$ cat src/rtl/dsi_pkt_pkg.sv
`timescale 1ns/1ps
package dsi_pkt_pkg;

  typedef enum logic [2:0] {ST_IDLE, ST_HDR, ST_PAY, ST_EOT, ST_DRAIN} pk_state_t;

  localparam logic [5:0] DT_VS_START = 6'h01;
  localparam logic [5:0] DT_VS_END   = 6'h11;
  localparam logic [5:0] DT_HS_START = 6'h21;
  localparam logic [5:0] DT_HS_END   = 6'h31;
  localparam logic [23:0] EOT_WORD   = 24'h0F0F08;

  // Header ECC: six parity bits over the 24-bit header word.
  function automatic logic [7:0] hdr_ecc(input logic [23:0] d);
    logic [7:0] e;
    e[0] = d[0]^d[1]^d[2]^d[4]^d[5]^d[7]^d[10]^d[11]^d[13]^d[16]^d[20]^d[21]^d[22]^d[23];
    e[1] = d[0]^d[1]^d[3]^d[4]^d[6]^d[8]^d[10]^d[12]^d[14]^d[17]^d[20]^d[21]^d[22]^d[23];
    e[2] = d[0]^d[2]^d[3]^d[5]^d[6]^d[9]^d[11]^d[12]^d[15]^d[18]^d[20]^d[21]^d[22];
    e[3] = d[1]^d[2]^d[3]^d[7]^d[8]^d[9]^d[13]^d[14]^d[15]^d[19]^d[20]^d[21]^d[23];
    e[4] = d[4]^d[5]^d[6]^d[7]^d[8]^d[9]^d[16]^d[17]^d[18]^d[19]^d[20]^d[22]^d[23];
    e[5] = d[10]^d[11]^d[12]^d[13]^d[14]^d[15]^d[16]^d[17]^d[18]^d[19]^d[21]^d[22]^d[23];
    e[7:6] = 2'b00;
    return e;
  endfunction

  // Reflected CRC-16 (x^16+x^12+x^5+1), one byte, LSB first.
  function automatic logic [15:0] crc16_byte(input logic [15:0] c, input logic [7:0] b);
    logic [15:0] r;
    logic fb;
    r = c;
    for (int i = 0; i < 8; i++) begin
      fb = r[0] ^ b[i];
      r  = {1'b0, r[15:1]};
      if (fb) r = r ^ 16'h8408;
    end
    return r;
  endfunction

endpackage

$ cat src/rtl/dsi_sync_events.sv
`timescale 1ns/1ps
module dsi_sync_events
  import dsi_pkt_pkg::*;
#(
  parameter logic [5:0] DT_LONG = 6'h3E
) (
  input  logic       clk,
  input  logic       rst,
  input  logic       vsync,
  input  logic       hsync,
  input  logic       de,
  output logic       evt,
  output logic [5:0] evt_dt,
  output logic       evt_long
);
  logic vs_r, hs_r, de_r;

  always_ff @(posedge clk) begin
    if (rst) begin
      vs_r <= 1'b0;
      hs_r <= 1'b0;
      de_r <= 1'b0;
    end else begin
      vs_r <= vsync;
      hs_r <= hsync;
      de_r <= de;
    end
  end

  // Fixed priority when several edges coincide.
  always_comb begin
    evt      = 1'b1;
    evt_long = 1'b0;
    evt_dt   = 6'h00;
    if (vsync && !vs_r)       evt_dt = DT_VS_START;
    else if (!vsync && vs_r)  evt_dt = DT_VS_END;
    else if (hsync && !hs_r)  evt_dt = DT_HS_START;
    else if (!hsync && hs_r)  evt_dt = DT_HS_END;
    else if (de && !de_r) begin
      evt_dt   = DT_LONG;
      evt_long = 1'b1;
    end else evt = 1'b0;
  end
endmodule

$ cat src/rtl/dsi_crc_acc.sv
`timescale 1ns/1ps
module dsi_crc_acc
  import dsi_pkt_pkg::*;
#(
  parameter int CRC_EN = 1
) (
  input  logic        clk,
  input  logic        rst,
  input  logic        clear,
  input  logic        upd,
  input  logic [23:0] pix,
  output logic [15:0] crc
);
  generate
    if (CRC_EN != 0) begin : g_crc
      logic [15:0] acc;
      always_ff @(posedge clk) begin
        if (rst || clear) acc <= 16'hFFFF;
        else if (upd)     acc <= crc16_byte(crc16_byte(crc16_byte(acc, pix[7:0]), pix[15:8]), pix[23:16]);
      end
      assign crc = acc;
    end else begin : g_fixed
      logic unused_in;
      assign unused_in = ^{clk, rst, clear, upd, pix};
      assign crc = 16'hFFFF;
    end
  endgenerate
endmodule

$ cat src/rtl/dsi_lane_buf.sv
`timescale 1ns/1ps
module dsi_lane_buf #(
  parameter int LANES = 2,
  parameter int DEPTH = 16,
  localparam int LVL_W = $clog2(DEPTH + 1)
) (
  input  logic               clk,
  input  logic               rst,
  input  logic [2:0]         push_n,
  input  logic [31:0]        push_b,
  input  logic               flush,
  output logic [LVL_W-1:0]   level,
  output logic               pop_any,
  output logic [LANES*8-1:0] lane_byte,
  output logic [LANES-1:0]   lane_valid
);
  logic [7:0]       mem [DEPTH];
  logic [7:0]       nxt [DEPTH];
  logic [LVL_W-1:0] nxt_level;
  int               pop_cnt;

  always_comb begin
    int base;
    pop_cnt = 0;
    if (int'(level) >= LANES) pop_cnt = LANES;
    else if (flush)           pop_cnt = int'(level);
    for (int i = 0; i < DEPTH; i++)
      nxt[i] = (i + pop_cnt < DEPTH) ? mem[i + pop_cnt] : 8'h00;
    base = int'(level) - pop_cnt;
    for (int j = 0; j < 4; j++)
      if (j < int'(push_n) && base + j < DEPTH) nxt[base + j] = push_b[j*8 +: 8];
    nxt_level = LVL_W'(base + int'(push_n));
  end

  assign pop_any = (pop_cnt != 0);

  always_ff @(posedge clk) begin
    if (rst) begin
      level      <= '0;
      lane_byte  <= '0;
      lane_valid <= '0;
      for (int i = 0; i < DEPTH; i++) mem[i] <= 8'h00;
    end else begin
      level <= nxt_level;
      for (int i = 0; i < DEPTH; i++) mem[i] <= nxt[i];
      for (int i = 0; i < LANES; i++) begin
        lane_valid[i]       <= (i < pop_cnt);
        lane_byte[i*8 +: 8] <= (i < pop_cnt) ? mem[i] : 8'h00;
      end
    end
  end

  assert_buf_no_overflow_R5: assert property (@(posedge clk) disable iff (rst)
    int'(level) + int'(push_n) - pop_cnt <= DEPTH);

  assert_lane_fill_order_R9: assert property (@(posedge clk) disable iff (rst)
    ((lane_valid + 1'b1) & lane_valid) == '0);

  generate
    for (genvar g = 0; g < LANES; g++) begin : g_pad_chk
      assert_pad_zero_R9: assert property (@(posedge clk) disable iff (rst)
        !lane_valid[g] |-> lane_byte[g*8 +: 8] == 8'h00);
    end
  endgenerate
endmodule

$ cat src/rtl/dsi_video_packetizer.sv
`timescale 1ns/1ps
module dsi_video_packetizer
  import dsi_pkt_pkg::*;
#(
  parameter int         LANES   = 2,
  parameter int         DEPTH   = 16,
  parameter logic [5:0] DT_LONG = 6'h3E,
  parameter int         CRC_EN  = 1,
  parameter int         EOTP_EN = 1
) (
  input  logic               clk,
  input  logic               rst,
  input  logic               vsync,
  input  logic               hsync,
  input  logic               de,
  input  logic               pix_valid,
  input  logic [23:0]        pix_data,
  input  logic [1:0]         vc_in,
  input  logic [15:0]        wc_in,
  output logic [LANES*8-1:0] lane_byte,
  output logic [LANES-1:0]   lane_valid,
  output logic               hs_en
);
  localparam int LVL_W = $clog2(DEPTH + 1);

  pk_state_t        state, nstate;
  logic             evt, evt_long, long_q;
  logic [5:0]       evt_dt, dt_q;
  logic [1:0]       vc_q;
  logic [15:0]      wc_q, crc;
  logic [2:0]       push_n;
  logic [31:0]      push_b;
  logic             flush, crc_clr, crc_upd, pop_any;
  logic [LVL_W-1:0] level;
  logic [23:0]      hdr_word;

  dsi_sync_events #(.DT_LONG(DT_LONG)) u_evt (
    .clk(clk), .rst(rst), .vsync(vsync), .hsync(hsync), .de(de),
    .evt(evt), .evt_dt(evt_dt), .evt_long(evt_long));

  dsi_crc_acc #(.CRC_EN(CRC_EN)) u_crc (
    .clk(clk), .rst(rst), .clear(crc_clr), .upd(crc_upd), .pix(pix_data), .crc(crc));

  dsi_lane_buf #(.LANES(LANES), .DEPTH(DEPTH)) u_buf (
    .clk(clk), .rst(rst), .push_n(push_n), .push_b(push_b), .flush(flush),
    .level(level), .pop_any(pop_any), .lane_byte(lane_byte), .lane_valid(lane_valid));

  assign hdr_word = long_q ? {wc_q, vc_q, dt_q} : {16'h0000, vc_q, dt_q};

  always_comb begin
    nstate  = state;
    push_n  = 3'd0;
    push_b  = 32'h0;
    flush   = 1'b0;
    crc_clr = 1'b0;
    crc_upd = 1'b0;
    case (state)
      ST_IDLE: if (evt) nstate = ST_HDR;
      ST_HDR: begin
        push_n  = 3'd4;
        push_b  = {hdr_ecc(hdr_word), hdr_word};
        crc_clr = 1'b1;
        if (long_q)            nstate = ST_PAY;
        else if (EOTP_EN != 0) nstate = ST_EOT;
        else                   nstate = ST_DRAIN;
      end
      ST_PAY: begin
        if (!de) begin
          push_n = 3'd2;
          push_b = {16'h0000, crc};
          nstate = (EOTP_EN != 0) ? ST_EOT : ST_DRAIN;
        end else if (pix_valid) begin
          push_n  = 3'd3;
          push_b  = {8'h00, pix_data};
          crc_upd = 1'b1;
        end
      end
      ST_EOT: begin
        push_n = 3'd4;
        push_b = {hdr_ecc(EOT_WORD), EOT_WORD};
        nstate = ST_DRAIN;
      end
      default: begin
        flush = 1'b1;
        if (int'(level) <= LANES) nstate = ST_IDLE;
      end
    endcase
  end

  always_ff @(posedge clk) begin
    if (rst) begin
      state  <= ST_IDLE;
      vc_q   <= 2'b00;
      wc_q   <= 16'h0000;
      dt_q   <= 6'h00;
      long_q <= 1'b0;
      hs_en  <= 1'b0;
    end else begin
      state <= nstate;
      if (state == ST_IDLE && evt) begin
        vc_q   <= vc_in;
        wc_q   <= wc_in;
        dt_q   <= evt_dt;
        long_q <= evt_long;
      end
      if (pop_any)                hs_en <= 1'b1;
      else if (state == ST_IDLE)  hs_en <= 1'b0;
    end
  end

  assert_event_when_idle_R2: assert property (@(posedge clk) disable iff (rst)
    evt |-> state == ST_IDLE);

  assert_pixel_in_payload_R5: assert property (@(posedge clk) disable iff (rst)
    (de && pix_valid) |-> state == ST_PAY);

  assert_idle_queue_empty_R9: assert property (@(posedge clk) disable iff (rst)
    state == ST_IDLE |-> level == '0);

  assert_hs_covers_bytes_R10: assert property (@(posedge clk) disable iff (rst)
    (|lane_valid) |-> hs_en);

  assert_eot_follows_packet_R8: assert property (@(posedge clk) disable iff (rst)
    state == ST_EOT |-> ($past(state) == ST_HDR || $past(state) == ST_PAY));
endmodule

$ cat config.mk
export PLATFORM = sky130hd
export DESIGN_NAME = dsi_video_packetizer
export DESIGN_NICKNAME = d
export VERILOG_FILES = /design/src/rtl/dsi_pkt_pkg.sv /design/src/rtl/dsi_sync_events.sv /design/src/rtl/dsi_crc_acc.sv /design/src/rtl/dsi_lane_buf.sv /design/src/rtl/dsi_video_packetizer.sv
export SDC_FILE = /design/constraint.sdc
export NUM_CORES = 1
export LEC_CHECK = 0
export BUFFER_PORTS_ARGS = -buffer_cell sky130_fd_sc_hd__buf_2
export CAP_MARGIN = 20
export CORE_MARGIN = 2
export CORE_UTILIZATION = 35
export DETAILED_ROUTE_END_ITERATION = 7
export MAX_ROUTING_LAYER = met4
export SYNTH_ARGS = -nofsm -noshare
export SYNTH_HDL_FRONTEND = slang
export SYNTH_HIERARCHICAL = 1
export SYNTH_SLANG_ARGS = --single-unit
$ cat constraint.sdc
create_clock -name clk -period 7.1 [get_ports clk]
set_input_delay 0 -clock clk [delete_from_list [all_inputs] [get_ports clk]]
set_output_delay 0 -clock clk [all_outputs]
set_load 0.1 [all_outputs]
==> impl_metrics.csv <==
group,metric,value,unit
logic_synthesis,synth_area_per_cell,7.964,um2
die,coreArea,0.05488,mm2
sta,hold_violations,0,
sta,max_clock_freq,164.6,MHz
clock_network,htree_levels,4,
global_route,antenna_found_initial,2,
place,dp_hpwl,70960,um
sta,fin_tns_setup,0,ns
die,start_util,0.3528,
sta,finalSetupViolations,0,
critical_path,setup.worst_path.end_class,"flop",
pwr,p_leak,7.741,nW
flow_run,maxCapViolCount,0,
clock_network,worstSkewPairLatency,0.53,ns
global_route,globalRouteTotalUtil,0.3464,
critical_path,cp.arrival,6.50,ns
critical_path,critPathLaunchType,"flop",
clock_network,cts_sinks,199,
sta,worstMarginPinSlew,2.796,ns
logic_synthesis,ys_warn_count,6,
critical_path,critPathRequiredTime,7.53,ns
global_route,first_global_vias,20160,
pwr,p_sw,4.760,mW
hold_path,hp-class,"input pin to flop",
global_route,grt_pass1_wl,140400,um
die,fp.dieH,239.2,um
pwr,p_int,3.790,mW
pwr,vdd_drop_max,0.3144,mV
logic_synthesis,synth-edff-count,0,
routing,first_iter_violations,3471,
sta,fin_crit,6.077,ns
pwr,p_comb_frac,0.672,
run_status,status,"finished, violations left",
critical_path,critPathKind,"flop to flop",
run_status,violations,"max-slew violations",
finish,drive_gt1_frac,0.1340,
pwr,power_density,400.0,mW/mm2
finish,regArea,0.003984,mm2
clock_network,post-cts-setup-buffer-count,0,
finish,multiInputGateArea,0.01435,mm2
logic_synthesis,synth_compound_area_frac,0.3099,
logic_synthesis,ys_types,102,
logic_synthesis,synth_async_sr_flop_share,0,
place,port_buffers,66,
finish,nNetsFinal,2485,
logic_synthesis,syn_inst,2431,
routing,vias,21860,
logic_synthesis,synth.mux.area_fraction,0.1340,
routing,drt-met1-wl,38760,um
pwr,swShare,0.5567,
routing,highest_layer,"met4",
clock_network,cts_tree,"done",
pwr,power_frac_seq,0.200,
die,rows,86,
die,ios,67,
clock_network,cts_resized,0,
clock_network,cts_max_path_buffers,2,
sta,max_slew_margin,-0.8640,
sta,fin_crit_sh,0.8559,
routing,dr_wl_met3,10650,um
global_route,globalRouteOverflowTotal,0,
die,dieArea,0.05721,mm2
clock_network,numCtsBuffers,17,
routing,wl_per_cell,31.14,um
die,die_w,239.2,um
routing,met2_length,42310,um
logic_synthesis,synth_xor_area_frac,0.08150,
finish,n_fill_cell,5649,
sta,fin_skew,0.01394,ns
sta,maxSlewViolCount,38,
pwr,clkPwrFrac,0.128,
place,gp_congestion,1.003,
routing,first_pass_iters,7,
sta,rsz0062_at_grt,"false",
logic_synthesis,synth_fa_ha_area_frac,0.01751,
logic_synthesis,syn-cell-area,0.01936,mm2
logic_synthesis,synth_top_family_by_area,"compound AO/OA/AOI/OAI gates",
global_route,grt_max_degree,73,
routing,drc_errors,0,
clock_network,clk_pin_slew,0.09,ns
routing,drt-vias-per-instance,6.979,
logic_synthesis,ys_ff_latch,199,
logic_synthesis,synth_flop_cell,"dfxtp_1",
routing,routed_wl,97530,um
routing,ant_nets,0,
finish,area_growth,10.40,%
critical_path,critPathMaxFanout,37,
clock_network,root_buffer,"clkbuf_16",
logic_synthesis,synthSimpleGateAreaFrac,0.1875,
sta,hold_ws,0.06606,ns
logic_synthesis,seq_area_frac_synth,0.2058,
worst max-delay path, cell delays in order (launching register included):
cell and delay [ns]:
dfxtp_1 0.54, nor4_4 0.10, clkinv_2 0.08, buf_4 0.44
nand2_1 0.12, ha_1 0.71, nor2b_1 0.63, nand2_2 0.17
o31a_1 0.30, nor3_2 0.86, nand3_1 1.11, nand3_1 0.45
o211ai_1 0.15, a21oi_1 0.28
layout by cell type (no fill, tap or decap), types with 69 or more instances in the layout:
| cell | instances |
|---|---|
| xnor2_1 | 69 |
| mux2i_1 | 113 |
| a21oi_1 | 126 |
| nor2_1 | 184 |
| dfxtp_1 | 199 |
| nand3_1 | 92 |
| a22oi_1 | 100 |
| o21ai_0 | 118 |
| o211ai_1 | 80 |
| nand2_1 | 261 |
power groups by stage:
stage	Combinational, mW	Clock (mW)	Sequential, mW
final	5.75	1.09	1.71
after global routing	6.01	1.14	1.72
after CTS	5.46	1.10	1.70
after detailed placement	5.38	0	1.72
after global placement	5.36	0	1.72
after floorplan	3.80	0	1.65
cell families (layout without fill, tap and decap cells):
logic type | Yosys count | in the layout
other | 3 | 30
and+or+nand+nor | 761 | 761
DFF | 199 | 199
AOI/OAI and AO/OA | 832 | 832
xor gates and xnor gates | 123 | 123
buffers and inverters | 294 | 264
muxes | 193 | 193
adders and majority gates | 26 | 26
routing by layer:
metal  vias up  track usage
li1       9244            -
met1     10600       0.4463
met2      1690       0.5126
met3       325      0.06742
met4         0       0.1826
met5         -            -
area by class of cell:
cell class	count	share of cell area
Antenna cell	3	0.0003512
Sequential cell	199	0.1864
Timing Repair Buffer	181	0.06205
Clock buffer	19	0.02072
Inverter	51	0.009893
Tap cell	704	0.04121
Multi-Input combinational cell	1962	0.6712
Clock inverter	13	0.008195
Yosys cell counts (24+ instances only):
| cell | instances | area share |
|---|---|---|
| buf_2 | 38 | 0.0098 |
| and2_1 | 24 | 0.0078 |
| a221o_1 | 29 | 0.015 |
| o211ai_1 | 80 | 0.031 |
| a21oi_1 | 128 | 0.033 |
| mux2i_1 | 114 | 0.059 |
| xnor2_1 | 69 | 0.031 |
| a211oi_1 | 57 | 0.022 |
| mux4_2 | 50 | 0.058 |
| dfxtp_1 | 199 | 0.21 |
| a211o_1 | 26 | 0.012 |
| o21ai_0 | 122 | 0.032 |
| nor2_1 | 187 | 0.036 |
| mux2_2 | 29 | 0.017 |
| a22oi_1 | 100 | 0.039 |
| clkbuf_1 | 159 | 0.031 |
| inv_1 | 44 | 0.0085 |
| or3_1 | 30 | 0.0097 |
| o32ai_1 | 26 | 0.012 |
| buf_1 | 33 | 0.0064 |
| and3_1 | 44 | 0.014 |
| o22ai_1 | 44 | 0.014 |
| nand2_1 | 262 | 0.051 |
| a311oi_1 | 32 | 0.014 |
| nand3_1 | 92 | 0.024 |
| nor3_1 | 49 | 0.013 |
| a221oi_1 | 32 | 0.014 |
worst paths after layout:
kind                        startpoint                          end  slack [ns]  cells after the start
min reg2reg  u_crc/crc[9]$_SDFFE_PP1P_    u_crc/crc[9]$_SDFFE_PP1P_        0.53                      2
max          u_buf/level[4]$_SDFF_PP0_  u_buf/mem[10][0]$_SDFF_PP0_        1.02                     13
min                        pix_data[8]    u_crc/crc[8]$_SDFFE_PP1P_        0.07                      5
max reg2reg  u_buf/level[4]$_SDFF_PP0_  u_buf/mem[10][0]$_SDFF_PP0_        1.02                     13
stage by stage:
step	instance area, um2	util	instances	power (mW)	setup slack, ns
after floorplan	19450	-	2455	5.449	2.208
after global placement	20250	0.3691	3048	7.081	1.300
after detailed placement	20270	0.3694	3051	7.104	1.412
after CTS	21320	0.3885	3126	8.260	1.376
after global routing	21370	0.3894	3131	8.869	0.8802
final	21370	0.3895	3132	8.550	1.023
state kept, by name, indices dropped and copies added (netlist names):
register / count
long_q: 1
u_buf/lane_valid: 2
state: 3
u_buf/lane_byte: 16
dt_q: 6
u_evt/hs_r: 1
u_crc/crc: 16
vc_q: 2
hs_en: 1
u_buf/level: 5
u_evt/vs_r: 1
wc_q: 16
u_buf/mem: 128
u_evt/de_r: 1
repair_timing:
item,CTS,global route
hold buffers,43,0
hold endpoints to repair,28,0
endpoints found under the setup margin,0,0
Power figures use the tool's default switching activity.
